## config.mk

```make
export PLATFORM = sky130hd
export DESIGN_NAME = wdt_encoded
export DESIGN_NICKNAME = d
export VERILOG_FILES = /design/src/rtl/wdt_pkg.sv /design/src/rtl/wdt_interval_calc.sv /design/src/rtl/wdt_down_counter.sv /design/src/rtl/wdt_encoded.sv
export SDC_FILE = /design/constraint.sdc
export NUM_CORES = 1
export LEC_CHECK = 0
export BUFFER_PORTS_ARGS = -buffer_cell sky130_fd_sc_hd__buf_4
export CORE_ASPECT_RATIO = 1.1
export CORE_MARGIN = 5
export CORE_UTILIZATION = 61
export CTS_CLUSTER_SIZE = 25
export DETAILED_ROUTE_END_ITERATION = 16
export GPL_ROUTABILITY_DRIVEN = 0
export PLACE_DENSITY = 0.86
export SYNTH_ARGS = -nofsm -noshare
export SYNTH_HDL_FRONTEND = slang
export SYNTH_HIERARCHICAL = 1
export SYNTH_SLANG_ARGS = --single-unit
export TNS_END_PERCENT = 10
```

## constraint.sdc

```tcl
create_clock -name clk -period 2.9 [get_ports clk]
set_input_delay 0.58 -clock clk [delete_from_list [all_inputs] [get_ports clk]]
set_output_delay 0.58 -clock clk [all_outputs]
set_load 0.01 [all_outputs]
```

## src/rtl/wdt_pkg.sv

```systemverilog
`timescale 1ns/1ps
package wdt_pkg;
    localparam int RES_W     = 2;
    localparam int MULT_W    = 5;
    localparam int MULT_LSB  = RES_W;
    localparam int CFG_W     = RES_W + MULT_W + 1;
    localparam int STEER_BIT = CFG_W - 1;
    localparam int MAX_SHIFT = 2 * ((1 << RES_W) - 1);
    localparam int CNT_W     = MULT_W + MAX_SHIFT;

    typedef enum logic [1:0] {
        WD_IDLE     = 2'd0,
        WD_RUN      = 2'd1,
        WD_FIRE_RST = 2'd2,
        WD_FIRE_IRQ = 2'd3
    } wd_state_e;
endpackage

```

## src/rtl/wdt_interval_calc.sv

```systemverilog
`timescale 1ns/1ps
module wdt_interval_calc
    import wdt_pkg::*;
(
    input  logic [CFG_W-1:0] cfg,
    output logic [CNT_W-1:0] ticks,
    output logic             steer
);
    logic [MULT_W-1:0] mult;
    logic [RES_W-1:0]  res;

    always_comb begin
        mult  = cfg[MULT_LSB +: MULT_W];
        res   = cfg[RES_W-1:0];
        // each resolution step multiplies by four
        ticks = CNT_W'(mult) << {res, 1'b0};
        steer = cfg[STEER_BIT];
    end
endmodule

```

## src/rtl/wdt_down_counter.sv

```systemverilog
`timescale 1ns/1ps
module wdt_down_counter #(
    parameter int W = 11
) (
    input  logic         clk,
    input  logic         rst_n,
    input  logic         load,
    input  logic [W-1:0] load_val,
    input  logic         dec,
    output logic [W-1:0] cnt,
    output logic         last
);
    always_ff @(posedge clk) begin
        if (!rst_n)
            cnt <= '0;
        else if (load)
            cnt <= load_val;
        else if (dec && cnt != '0)
            cnt <= cnt - 1'b1;
    end

    assign last = (cnt == W'(1));
endmodule

```

## src/rtl/wdt_encoded.sv

```systemverilog
`timescale 1ns/1ps
module wdt_encoded
    import wdt_pkg::*;
(
    input  logic             clk,
    input  logic             rst_n,
    input  logic             cfg_we,
    input  logic [CFG_W-1:0] cfg_wdata,
    input  logic             flag_rd,
    input  logic             tick,
    output logic [CFG_W-1:0] wd_cfg,
    output logic             wd_flag,
    output logic             rst_req,
    output logic             ctl_clr,
    output logic             irq
);
    wd_state_e        state, state_nxt;
    logic [CFG_W-1:0] cfg_q;
    logic [CNT_W-1:0] new_ticks, cur_ticks, load_val, cnt;
    logic             new_steer, cur_steer;
    logic             load, last, expire;

    wdt_interval_calc u_calc_new (
        .cfg   (cfg_wdata),
        .ticks (new_ticks),
        .steer (new_steer)
    );

    wdt_interval_calc u_calc_cur (
        .cfg   (cfg_q),
        .ticks (cur_ticks),
        .steer (cur_steer)
    );

    // A write beats a flags read, and both beat a tick
    always_comb begin
        load     = cfg_we | flag_rd;
        load_val = cfg_we ? new_ticks : cur_ticks;
    end

    wdt_down_counter #(.W(CNT_W)) u_cnt (
        .clk      (clk),
        .rst_n    (rst_n),
        .load     (load),
        .load_val (load_val),
        .dec      (tick && state == WD_RUN),
        .cnt      (cnt),
        .last     (last)
    );

    assign expire = !load && state == WD_RUN && tick && last;

    always_comb begin
        state_nxt = state;
        if (load) begin
            state_nxt = (load_val == '0) ? WD_IDLE : WD_RUN;
        end else begin
            unique case (state)
                WD_IDLE:     state_nxt = WD_IDLE;
                WD_RUN:      if (expire) state_nxt = cur_steer ? WD_FIRE_RST : WD_FIRE_IRQ;
                WD_FIRE_RST: state_nxt = WD_IDLE;
                WD_FIRE_IRQ: state_nxt = WD_IDLE;
            endcase
        end
    end

    always_ff @(posedge clk) begin
        if (!rst_n)
            state <= WD_IDLE;
        else
            state <= state_nxt;
    end

    always_ff @(posedge clk) begin
        if (!rst_n) begin
            cfg_q   <= '0;
            wd_flag <= 1'b0;
        end else if (cfg_we) begin
            cfg_q   <= cfg_wdata;
            wd_flag <= 1'b0;
        end else if (expire) begin
            wd_flag <= 1'b1;
            if (cur_steer)
                cfg_q <= '0;
        end
    end

    always_comb begin
        rst_req = 1'b0;
        ctl_clr = 1'b0;
        irq     = 1'b0;
        unique case (state)
            WD_IDLE, WD_RUN: ;
            WD_FIRE_RST: begin
                rst_req = 1'b1;
                ctl_clr = 1'b1;
            end
            WD_FIRE_IRQ: irq = 1'b1;
        endcase
    end

    assign wd_cfg = cfg_q;
endmodule

```

* After elaboration in Yosys (flattened, before gate mapping) *
Index checks and enable logic that the tools add are counted.

operators by class
  add/subtract/negate cells = 1
  eq/ne operators = 5
  shift operators = 2
  muxes and demuxes = 13
  bitwise operators = 2
  reductions and logical operators = 15

operators with widths
  operator                                            number
  two-way mux 11 bit                                  3
  << shifter 5 x 3 -> 11 bit                          2
  two-way mux 8 bit                                   2
  == test 11 x 1 -> 1 bit, second input constant      1
  zero test 11 bit                                    1
  nonzero test 11 bit                                 1
  subtractor 11 x 1 -> 11 bit, second input constant  1
  two-way mux 7 bit                                   1
  nonzero test 2 bit                                  3
  logical AND 1 bit                                   5
  == test 2 bit, second input constant                2
  two-way mux 1 bit                                   4
  two-way mux 2 bit                                   2
  case mux 2 bit (2 select lines)                     1
  inequality test 3 bit, second input constant        1
  OR reduction 3 bit                                  1
  == test 2 x 1 -> 1 bit, second input constant       1
  zero test 2 bit                                     1
  AND reduction 2 bit                                 1
  OR reduction 2 bit                                  1
  zero test 1 bit                                     1
  inverter 1 bit                                      1
  OR 1 bit                                            1

word-level totals
  register bits after elaboration = 22
  input port bits = 13
  output and inout port bits = 12

* Longest topological paths before layout *
  depth after elaboration = 8
  depth in mapped cells = 8

* Cells and area by module *
Netlist, hierarchy kept.

modules (own cells, without submodules)
  module             times used  cells each  area an instance (µm²)  sequential area each (µm²)
  wdt_down_counter   1           82          680.7                   220.2
  wdt_encoded        1           66          649.4                   220.2
  wdt_interval_calc  2           20          142.6                   0.0

* Worst setup path after synthesis *
OpenSTA, ideal clock, no wires.

  path kind = in2reg
  start = in tick
  end = reg u_cnt.cnt[6]
  library setup time = 0.119 ns
  arrival = 1.768 ns
  data required time = 2.781 ns
  setup slack = 1.014 ns
  stages on the path = 5
  buffers on the path = 0
  cells stage by stage = and3b_4 > nand4bb_2 > or3_2 > a21o_1 > o221a_2

between the ends
  cells in the longest elaborated chain, start to end = 3

RTL lines
  element                       line                    RTL
  start: declaration            wdt_encoded.sv:10       input logic tick,
  logical AND 1 bit             wdt_encoded.sv:46       .dec (tick && state == WD_RUN),
  logical AND 1 bit             wdt_down_counter.sv:18  else if (dec && cnt != '0)
  nonzero test 2 bit (no line)  --
  end signal: assignment        wdt_down_counter.sv:17  cnt <= load_val;
  end signal: assignment        wdt_down_counter.sv:19  cnt <= cnt - 1'b1;
  end: declaration              wdt_down_counter.sv:10  output logic [W-1:0] cnt,

No other way between the ends.
A chain may end at the register's enable or synchronous reset.

* Worst setup path in the final report *
  start = reg u_cnt.cnt[4]
  end = reg cfg_q[0], in the netlist wd_cfg[0]

between the ends
  cells in the longest elaborated chain, start to end = 4

RTL lines
  element                        line                    RTL
  == test 11 x 1 -> 1 bit        wdt_down_counter.sv:22  assign last = (cnt == W'(1));
  net last                       wdt_encoded.sv:21       logic load, last, expire;
  logical AND 1 bit              wdt_encoded.sv:51       assign expire = !load && state == WD_RUN && tick && last;
  nonzero test 2 bit (no line)   --
  AND reduction 2 bit (no line)  --
  end signal: assignment         wdt_encoded.sv:79       cfg_q <= cfg_wdata;
  end: declaration               wdt_encoded.sv:18       logic [CFG_W-1:0] cfg_q;

The timed path passes the listed nets, and every way through them passes these cells.

==> out/metrics.cfg <==
[grt]
grt_pass1_wl_um=6780
grt_usage_pct=22.6
grt_max_degree=25
grt_pass1_vias=1539
grt_overflow=0
antenna_found_initial=0

[detailed_routing]
firstDrtPassIters=4
wl_um=4040
via_count=1531
drtIter0Drc=84
wl_per_cell_um=17.3
routed_via_density=6.54
remaining_drc_errors=0
final_antenna_net_count=0

[setup_path]
end_kind=flip-flop
worstPathRequired_ns=3.10
timing.rr.start=u_cnt/cnt[4]$_SDFFE_PN0P_
cp.arrival_ns=2.10
critical_path_class=flip-flop to flip-flop
rrSetupSlack_ns=1.0
worstPathMaxFanout=8
reg2reg_depth=5
startpoint_type=flip-flop
endpoint=wd_cfg[0]$_SDFFE_PN0P_
critPathLaunch=u_cnt/cnt[4]$_SDFFE_PN0P_
r2r-end=wd_cfg[0]$_SDFFE_PN0P_

[clocking]
cts_tree=done
post_cts_resized=0
htreeDepth=1
numCtsBuffers=3
path_clk_slew_ns=0.14
post_cts_buffers=0
clockRootBuffer=clkbuf_4
clkSinkCount=22
cts_hold_buf=0
cts_buffer_depth=2
clkLatencyLatePin_ns=0.31

[die]
die_x_um=59.0
core_um2=2520
die_y_um=63.8
rows=19
ios=25
dieArea_um2=3760
start_util_pct=63.8

[run]
maxCapViolations=0

[final_layout]
area_growth_pct=10.4
finish.instance_area_um2=1770
n_fill_cell=215
final_common_cell=buf_4
antenna_cells=0
drive_above_1_share_pct=22.2
final_cells=234
layout_common_cells=buf_4 (24), dfxtp_1 (22), nor2_1 (18), mux2i_1 (16), mux2_2 (11)
nNetsFinal=219

[timing]
timing.fmax_mhz=526
slew_viol_final=0
tightest_slew_ns=0.581
finClkSkew_ns=0.0189
finalCriticalPeriod_ns=1.90
fin_crit_sh_pct=65.6
slew_headroom_pct=61.0
setup-tns-final_ns=0
rsz0062_at_grt=no
setup_viol=0
hold_violations=0

[synthesis]
synthesis.area_um2=1610
synth_cells=187
ys.warnings.count=6
avgSynthCellArea_um2=8.60
synth_nets=202

[placed_design]
place.port_buffers=24
dpl_cell_area_um2=1740
dp_hpwl_um=3120
dp.cells=230

[power]
ir_drop_mv=0.336
p_leak_nw=0.751
pwr_density_cell_nw_per_um2=399

[outcome]
status=finished clean

[worst_hold_path]
hp-class=input port to flip-flop

-- state kept, by name, indices dropped and copies added, names as in the netlist --
| signal | flops |
|---|---|
| wd_cfg | 8 |
| state | 2 |
| wd_flag | 1 |
| u_cnt/cnt | 11 |
-- cell type report --
cell class / instances / area [um^2] / area share [%]
Clock buffer: 4 / 36.3 / 2.05
Inverter: 9 / 33.8 / 1.90
Multi-Input combinational cell: 144 / 1040 / 58.9
Sequential cell: 22 / 440 / 24.8
Tap cell: 31 / 38.8 / 2.19
Timing Repair Buffer: 24 / 180 / 10.2
-- through the flow --
step	power (W)	hold slack [ns]	worst slack, ns	utilization (%)
floorplan	0.000487	0.485	1.01	-
global placement	0.000531	0.484	0.875	69.0
detailed placement	0.000540	0.504	0.786	69.0
CTS	0.000711	0.513	1.05	70.4
global route	0.000744	0.536	0.847	70.4
finish	0.000709	0.518	0.998	70.4
-- power by group --
part           leakage [nW]  internal [W]  switching, W
clock                0.0210     0.0000766     0.0000940
combinational         0.550     0.0000883      0.000106
sequential            0.181      0.000319     0.0000248
total                 0.751      0.000484      0.000224
-- critical path, cell delays in order (launching register included) --
cell	delay, ns
dfxtp_1	0.38
nor4_1	0.56
and2_1	0.27
and3_1	0.24
a41o_4	0.28
nor2_1	0.06
-- worst min-delay path by stage --
stage | startpoint | to | depth (start not counted)
CTS | cfg_wdata[4] | wd_cfg[4]$_SDFFE_PN0P_ | 3
floorplan | u_cnt/cnt[3]$_SDFFE_PN0P_ | u_cnt/cnt[3]$_SDFFE_PN0P_ | 2
global route | cfg_wdata[7] | wd_cfg[7]$_SDFFE_PN0P_ | 3
finish | cfg_wdata[4] | wd_cfg[4]$_SDFFE_PN0P_ | 3
detailed placement | wd_flag$_SDFFE_PP0P_ | wd_flag$_SDFFE_PP0P_ | 1
global placement | wd_flag$_SDFFE_PP0P_ | wd_flag$_SDFFE_PP0P_ | 1
-- per-layer routing --
metal  vias up  share of wire, %  global-route usage [%]  wire length (um)
li1        733                 -                       -                 -
met1       711                40                    26.7              1630
met2        71                51                    40.2              2040
met3        16               6.0                    3.42               241
met4         0               3.1                    8.50               126
met5         -                 0                       0                 0
(Power assumes the default switching activity.)
